### src/rtl/scl_gen_pkg.sv
package scl_gen_pkg;
  typedef enum logic [2:0] {
    PH_OFF,
    PH_LO_WAIT,
    PH_LO_RUN,
    PH_HI_WAIT,
    PH_HI_RUN
  } scl_phase_t;
endpackage

### src/rtl/scl_sync.sv
module scl_sync #(
  parameter int STAGES = 2
) (
  input  logic clk,
  input  logic rst,
  input  logic d,
  output logic q
);
  generate
    if (STAGES <= 1) begin : g_one
      logic r;
      always_ff @(posedge clk) begin
        if (rst) r <= 1'b1;
        else     r <= d;
      end
      assign q = r;
    end else begin : g_chain
      logic [STAGES-1:0] r;
      always_ff @(posedge clk) begin
        if (rst) r <= '1;
        else     r <= {r[STAGES-2:0], d};
      end
      assign q = r[STAGES-1];
    end
  endgenerate
endmodule

### src/rtl/scl_tick.sv
module scl_tick (
  input  logic clk,
  input  logic rst,
  input  logic clear,
  input  logic half_sel,
  output logic tick
);
  logic sub;

  always_ff @(posedge clk) begin
    if (rst || clear) sub <= 1'b0;
    else              sub <= ~sub;
  end

  assign tick = half_sel ? sub : 1'b1;

  // at half rate, two ticks never fall in consecutive cycles
  a_r4_tick_gap: assert property (@(posedge clk) disable iff (rst)
    (half_sel && tick) |=> (!tick || !half_sel));
endmodule

### src/rtl/scl_phase_ctr.sv
module scl_phase_ctr #(
  parameter int CNT_W = 8
) (
  input  logic             clk,
  input  logic             rst,
  input  logic             run,
  input  logic             tick,
  input  logic [CNT_W-1:0] limit,
  output logic             done
);
  logic [CNT_W-1:0] cnt;
  logic [CNT_W-1:0] lim_eff;
  logic [CNT_W:0]   nxt;

  assign lim_eff = (limit == '0) ? {{(CNT_W-1){1'b0}}, 1'b1} : limit;
  assign nxt     = {1'b0, cnt} + {{CNT_W{1'b0}}, 1'b1};
  assign done    = run && tick && (nxt >= {1'b0, lim_eff});

  always_ff @(posedge clk) begin
    if (rst || !run)  cnt <= '0;
    else if (done)    cnt <= '0;
    else if (tick)    cnt <= nxt[CNT_W-1:0];
  end

  // the running count stays below the effective (nonzero) limit
  a_r5_cnt_below_limit: assert property (@(posedge clk) disable iff (rst)
    run |-> (cnt < lim_eff));
endmodule

### src/rtl/scl_clkgen.sv
module scl_clkgen
  import scl_gen_pkg::*;
#(
  parameter int CNT_W       = 8,
  parameter int SYNC_STAGES = 2
) (
  input  logic             clk,
  input  logic             rst,
  input  logic             enable,
  input  logic             half_rate,
  input  logic [CNT_W-1:0] low_count,
  input  logic [CNT_W-1:0] high_count,
  input  logic             scl_sense,
  output logic             scl_pull_low,
  output logic             rise_strobe,
  output logic             fall_strobe
);
  scl_phase_t       state, nxt;
  logic             line_hi;
  logic             run;
  logic             tick;
  logic             done;
  logic [CNT_W-1:0] limit;

  scl_sync #(.STAGES(SYNC_STAGES)) u_sync (
    .clk(clk), .rst(rst), .d(scl_sense), .q(line_hi)
  );

  assign run   = (state == PH_LO_RUN) || (state == PH_HI_RUN);
  assign limit = (state == PH_LO_RUN) ? low_count : high_count;

  scl_tick u_tick (
    .clk(clk), .rst(rst), .clear(!run), .half_sel(half_rate), .tick(tick)
  );

  scl_phase_ctr #(.CNT_W(CNT_W)) u_ctr (
    .clk(clk), .rst(rst), .run(run), .tick(tick), .limit(limit), .done(done)
  );

  always_comb begin
    nxt = state;
    unique case (state)
      PH_OFF:     nxt = PH_LO_WAIT;
      PH_LO_WAIT: if (!line_hi) nxt = PH_LO_RUN;
      PH_LO_RUN:  if (done)     nxt = PH_HI_WAIT;
      PH_HI_WAIT: if (line_hi)  nxt = PH_HI_RUN;
      PH_HI_RUN:  if (done)     nxt = PH_LO_WAIT;
      default:    nxt = PH_OFF;
    endcase
    if (!enable) nxt = PH_OFF;
  end

  always_ff @(posedge clk) begin
    if (rst) begin
      state        <= PH_OFF;
      scl_pull_low <= 1'b0;
      rise_strobe  <= 1'b0;
      fall_strobe  <= 1'b0;
    end else begin
      state        <= nxt;
      scl_pull_low <= (nxt == PH_LO_WAIT) || (nxt == PH_LO_RUN);
      fall_strobe  <= (state == PH_LO_WAIT) && (nxt == PH_LO_RUN);
      rise_strobe  <= (state == PH_HI_WAIT) && (nxt == PH_HI_RUN);
    end
  end

  // disabling releases the line on the next cycle
  a_r6_release_when_off: assert property (@(posedge clk) disable iff (rst)
    !enable |=> !scl_pull_low);
  // strobes are exclusive and tied to the driven phase
  a_r7_strobe_exclusive: assert property (@(posedge clk) disable iff (rst)
    !(rise_strobe && fall_strobe));
  a_r7_fall_in_low: assert property (@(posedge clk) disable iff (rst)
    fall_strobe |-> scl_pull_low);
  a_r7_rise_in_high: assert property (@(posedge clk) disable iff (rst)
    rise_strobe |-> !scl_pull_low);
  // while the released line is still sensed low, counting does not begin
  a_r3_wait_for_line: assert property (@(posedge clk) disable iff (rst)
    (state == PH_HI_WAIT && !line_hi && enable) |=> (state == PH_HI_WAIT));
endmodule

### config.mk
export PLATFORM = sky130hd
export DESIGN_NAME = scl_clkgen
export DESIGN_NICKNAME = d
export VERILOG_FILES = /design/src/rtl/scl_gen_pkg.sv /design/src/rtl/scl_sync.sv /design/src/rtl/scl_tick.sv /design/src/rtl/scl_phase_ctr.sv /design/src/rtl/scl_clkgen.sv
export SDC_FILE = /design/constraint.sdc
export NUM_CORES = 1
export LEC_CHECK = 0
export ABC_AREA = 0
export BUFFER_PORTS_ARGS = -buffer_cell sky130_fd_sc_hd__buf_2
export CAP_MARGIN = 10
export CORE_MARGIN = 2
export CORE_UTILIZATION = 48
export DETAILED_ROUTE_END_ITERATION = 10
export GPL_TIMING_DRIVEN = 0
export PLACE_DENSITY = 0.78
export SYNTH_ARGS = -nofsm -noshare
export SYNTH_HDL_FRONTEND = slang
export SYNTH_SLANG_ARGS = --single-unit
### constraint.sdc
create_clock -name clk -period 2.4 [get_ports clk]
set_input_delay 0.12 -clock clk [delete_from_list [all_inputs] [get_ports clk]]
set_output_delay 0.12 -clock clk [all_outputs]
set_load 0.01 [all_outputs]
==> summary.txt <==
=======================================================================================
Final setup margin .......................................................     -59.1 ps
Flop and latch count out of synthesis ....................................           17
Post-Layout Inst Area ....................................................   1550 sq um
Final wirelength .........................................................      2.99 mm
Initial core utilization .................................................        50.8%
Final period demand of the worst path ....................................      2460 ps
Unique masters post-synth ................................................           34
PwrDens ..................................................................  352 nW/um^2
First-pass GRT wire length ...............................................      4.66 mm
Layout net count .........................................................          205
Via density ..............................................................         5.57
Outcome .................................................................. finished with violations
Transition time at the pin with the least slew margin ....................       493 ps
Horizontal die dimension .................................................      52.4 um
Static leakage ...........................................................  0.000626 uW
Setup repair after global routing missed its margin ......................          yes
Gp weighted congestion ...................................................        0.737
Filler Cells Inserted ....................................................          176
Critical Path End Type ...................................................     register
Setup violation total in the final timing report .........................            5
Slew Limit Headroom ......................................................        67.1%
Peak clock frequency supported by timing .................................      407 MHz
Post-placement setup slack ...............................................      -352 ps
Post-Synth Simple-Gate Area ..............................................        30.7%
Number of input and output port buffers inserted .........................           23
Later-pin clock latency in the skew report ...............................       300 ps
Most common cell after layout, fill and taps aside .......................        buf_2
Sequential element share of the synthesized area .........................        30.3%
TritonCTS clock tree .....................................................        built
All-layer global routing usage ...........................................        23.2%
Main synth FF type .......................................................      dfxtp_1
Max Transition Viols Final ...............................................            0
End of the worst register-to-register path ............................... scl_pull_low$_SDFF_PP0_
Number of diodes .........................................................            0
Arrival time at the worst endpoint .......................................      2670 ps
Total Negative Setup Slacks ..............................................      -110 ps
Origin of the worst setup path ........................................... state[2]$_SDFF_PP0_
Maximum count of clock buffers along a single path .......................            2
Failing checks ........................................................... setup timing
Data required time of the critical path ..................................      2610 ps
End-of-flow core utilization .............................................        70.1%
Post-Synth Adder-Cell Area ...............................................        10.0%
Worst min path class ..................................................... primary input to register
DR pass1 iterations ......................................................            4
Netlist Area Pre-Place ...................................................   1120 sq um
Share of layout cells above drive strength 1 .............................        40.8%
Category of the worst setup path launch point ............................     register
Maximum capacitance violations ...........................................            0
Worst-case reg-to-reg path depth .........................................           12
Avg Cell Area, Syn .......................................................   8.27 sq um
Clock-pin transition on the worst setup and hold timing paths ............       110 ps
Leading cell types in the layout, fill and taps excluded ................. 23 x buf_2, 16 x nand2_1, 11 x buf_4
Fraction of synthesis flops using an asynchronous set or reset pin .......           0%
Via count of the first global-routing pass ...............................         1073
Number of sinks handled by clock tree synthesis ..........................           17
Multiplexer share of the synthesized area ................................        8.01%
Number of antenna violations at the first check in global routing ........            0
Aggregate global routing overflow ........................................            0
Number of violations reported at the end of detailed-routing iteration 0 .           21
Area of the core .........................................................   2210 sq um
Area fraction in compound gates after synthesis ..........................        11.6%
Post-DRT Antenna Nets ....................................................            0
Setup slack of the most critical reg-to-reg path .........................       -60 ps
Die Y-Extent .............................................................      52.4 um
Floorplan die area .......................................................   2750 sq um
Detailed-route DRC error count ...........................................            0
Final number of hold-violating endpoints .................................            0
Vias post-DR .............................................................         1125
Maximum fanout along the worst path ......................................            5
Dominant combinational cell family by area after synthesis ............... simple AND/OR/NAND/NOR gates
Maximum vdd ir drop ......................................................     0.326 mV
Gate count of the mapped netlist .........................................          136
Kind of critical path .................................................... register to register
Final Skew ...............................................................      4.81 ps
Number of rows created at floorplan ......................................           17
Synthesized-area fraction occupied by xor and xnor cells .................        6.23%
Total CTS buffers ........................................................            3
Destination of the critical timing path .................................. scl_pull_low$_SDFF_PP0_
Reg-to-Reg Start ......................................................... state[2]$_SDFF_PP0_
Root buffer selected by CTS ..............................................     clkbuf_4
Final cycle utilization of the critical path .............................         102%
Number of enable flip-flop cells after synthesis .........................            0
Warnings, synthesis ......................................................            0
Area after detailed placement ............................................   1310 sq um
Pin count of the biggest net entering global routing .....................           11
Deepest level of the CTS H-tree ..........................................            1
Mapped Nets ..............................................................          166
Placed wire-length estimate after detailed placement .....................      1.95 mm
Synth-to-layout area growth ..............................................        37.9%
Detail-routed net length per standard cell ...............................      14.8 um
I/O Pins .................................................................           24
=======================================================================================
## metal layers
| metal | GRT usage [%] | vias to the layer above | wire, um |
|---|---|---|---|
| li1 | - | 561 | - |
| met1 | 24.5 | 523 | 1160 |
| met2 | 45.6 | 35 | 1640 |
| met3 | 2.57 | 6 | 140 |
| met4 | 9.40 | 0 | 55 |
| met5 | 0 | - | 0 |
## metrics by stage
step | hold slack, ps | power, uW | std cells
floorplan | 192 | 336 | 136
global placement | 304 | 362 | 187
detailed placement | 311 | 366 | 187
CTS | 3.58 | 530 | 197
global route | 67.6 | 565 | 202
finish | 60.0 | 546 | 202
## synthesized netlist by cell type (2+ instances only)
cell type | number | area share (%)
nor4_1 | 3 | 1.7
nor2_1 | 7 | 2.3
dfxtp_1 | 17 | 30
clkbuf_1 | 6 | 2.0
nand3_1 | 7 | 3.1
nand2b_1 | 4 | 2.2
nor3_1 | 4 | 1.8
nor2b_1 | 5 | 2.8
a31oi_1 | 3 | 1.7
buf_2 | 2 | 0.89
nor3b_1 | 2 | 1.3
nor4b_1 | 2 | 1.6
ha_1 | 9 | 10
a21oi_1 | 8 | 3.6
xor2_1 | 3 | 2.3
a21o_1 | 2 | 1.3
o21ai_0 | 6 | 2.7
xnor2_1 | 5 | 3.9
mux2i_1 | 9 | 8.0
nand2_1 | 17 | 5.7
or2_2 | 2 | 1.1
## registers in the layout, summed over array words and instances (netlist names)
signal            flops
state                 3
scl_pull_low          1
rise_strobe           1
u_tick.sub            1
u_ctr.cnt             8
u_sync.g_chain.r      2
fall_strobe           1
## logic make-up after synthesis
kind of cell,count (synthesis)
AO/OA/AOI/OAI,22
XOR/XNOR,8
adder cells (fa/ha/maj),9
buffers and inverters,9
flip-flops,17
multiplexers,9
AND/OR/NAND/NOR,62
## repair_timing
item | in CTS | in global routing
gates cloned | 2 | 0
endpoints found under the setup margin | 11 | 11
hold buffers | 0 | 1
buffers inserted | 6 | 6
pin swaps | 16 | 10
hold endpoints to repair | 0 | 1
gates resized for setup | 20 | 17
## report_power, final
group	internal, uW	switching (uW)	total (uW)
combinational	48.1	46.3	94.4
sequential	284	3.68	288
clock	62.2	102	164
total	394	152	546
## cell type report
class / count / area (sq um) / area share [%]
tap: 28 / 35.0 / 2.26
inverter: 1 / 3.75 / 0.242
clock inverter: 1 / 5.00 / 0.323
multi-input combinational: 110 / 862 / 55.6
sequential: 17 / 359 / 23.1
buffer: 5 / 33.8 / 2.18
clock buffer: 3 / 22.5 / 1.45
timing repair buffer: 37 / 230 / 14.8
## critical path, stage by stage (launching register included)
cell	delay, ps
dfxtp_4	380
nor3b_4	230
buf_6	180
buf_6	100
mux2i_1	200
o21ai_2	70
ha_1	190
nor2b_1	120
o21ai_1	140
nand4_1	110
and3_4	190
o32a_1	320
mux2i_1	120
## how the worst min path moves through the flow
| stage | start | to | slack (ps) | cells after the start |
|---|---|---|---|---|
| floorplan | rst | state[0]$_SDFF_PP0_ | 190 | 1 |
| global placement | scl_sense | u_sync.g_chain.r[0]$_SDFF_PP1_ | 300 | 2 |
| detailed placement | scl_sense | u_sync.g_chain.r[0]$_SDFF_PP1_ | 310 | 2 |
| CTS | scl_sense | u_sync.g_chain.r[0]$_SDFF_PP1_ | 4 | 2 |
| global route | rst | state[0]$_SDFF_PP0_ | 70 | 2 |
| finish | rst | state[0]$_SDFF_PP0_ | 60 | 2 |
No activity file was read; power rests on OpenSTA's default activity.
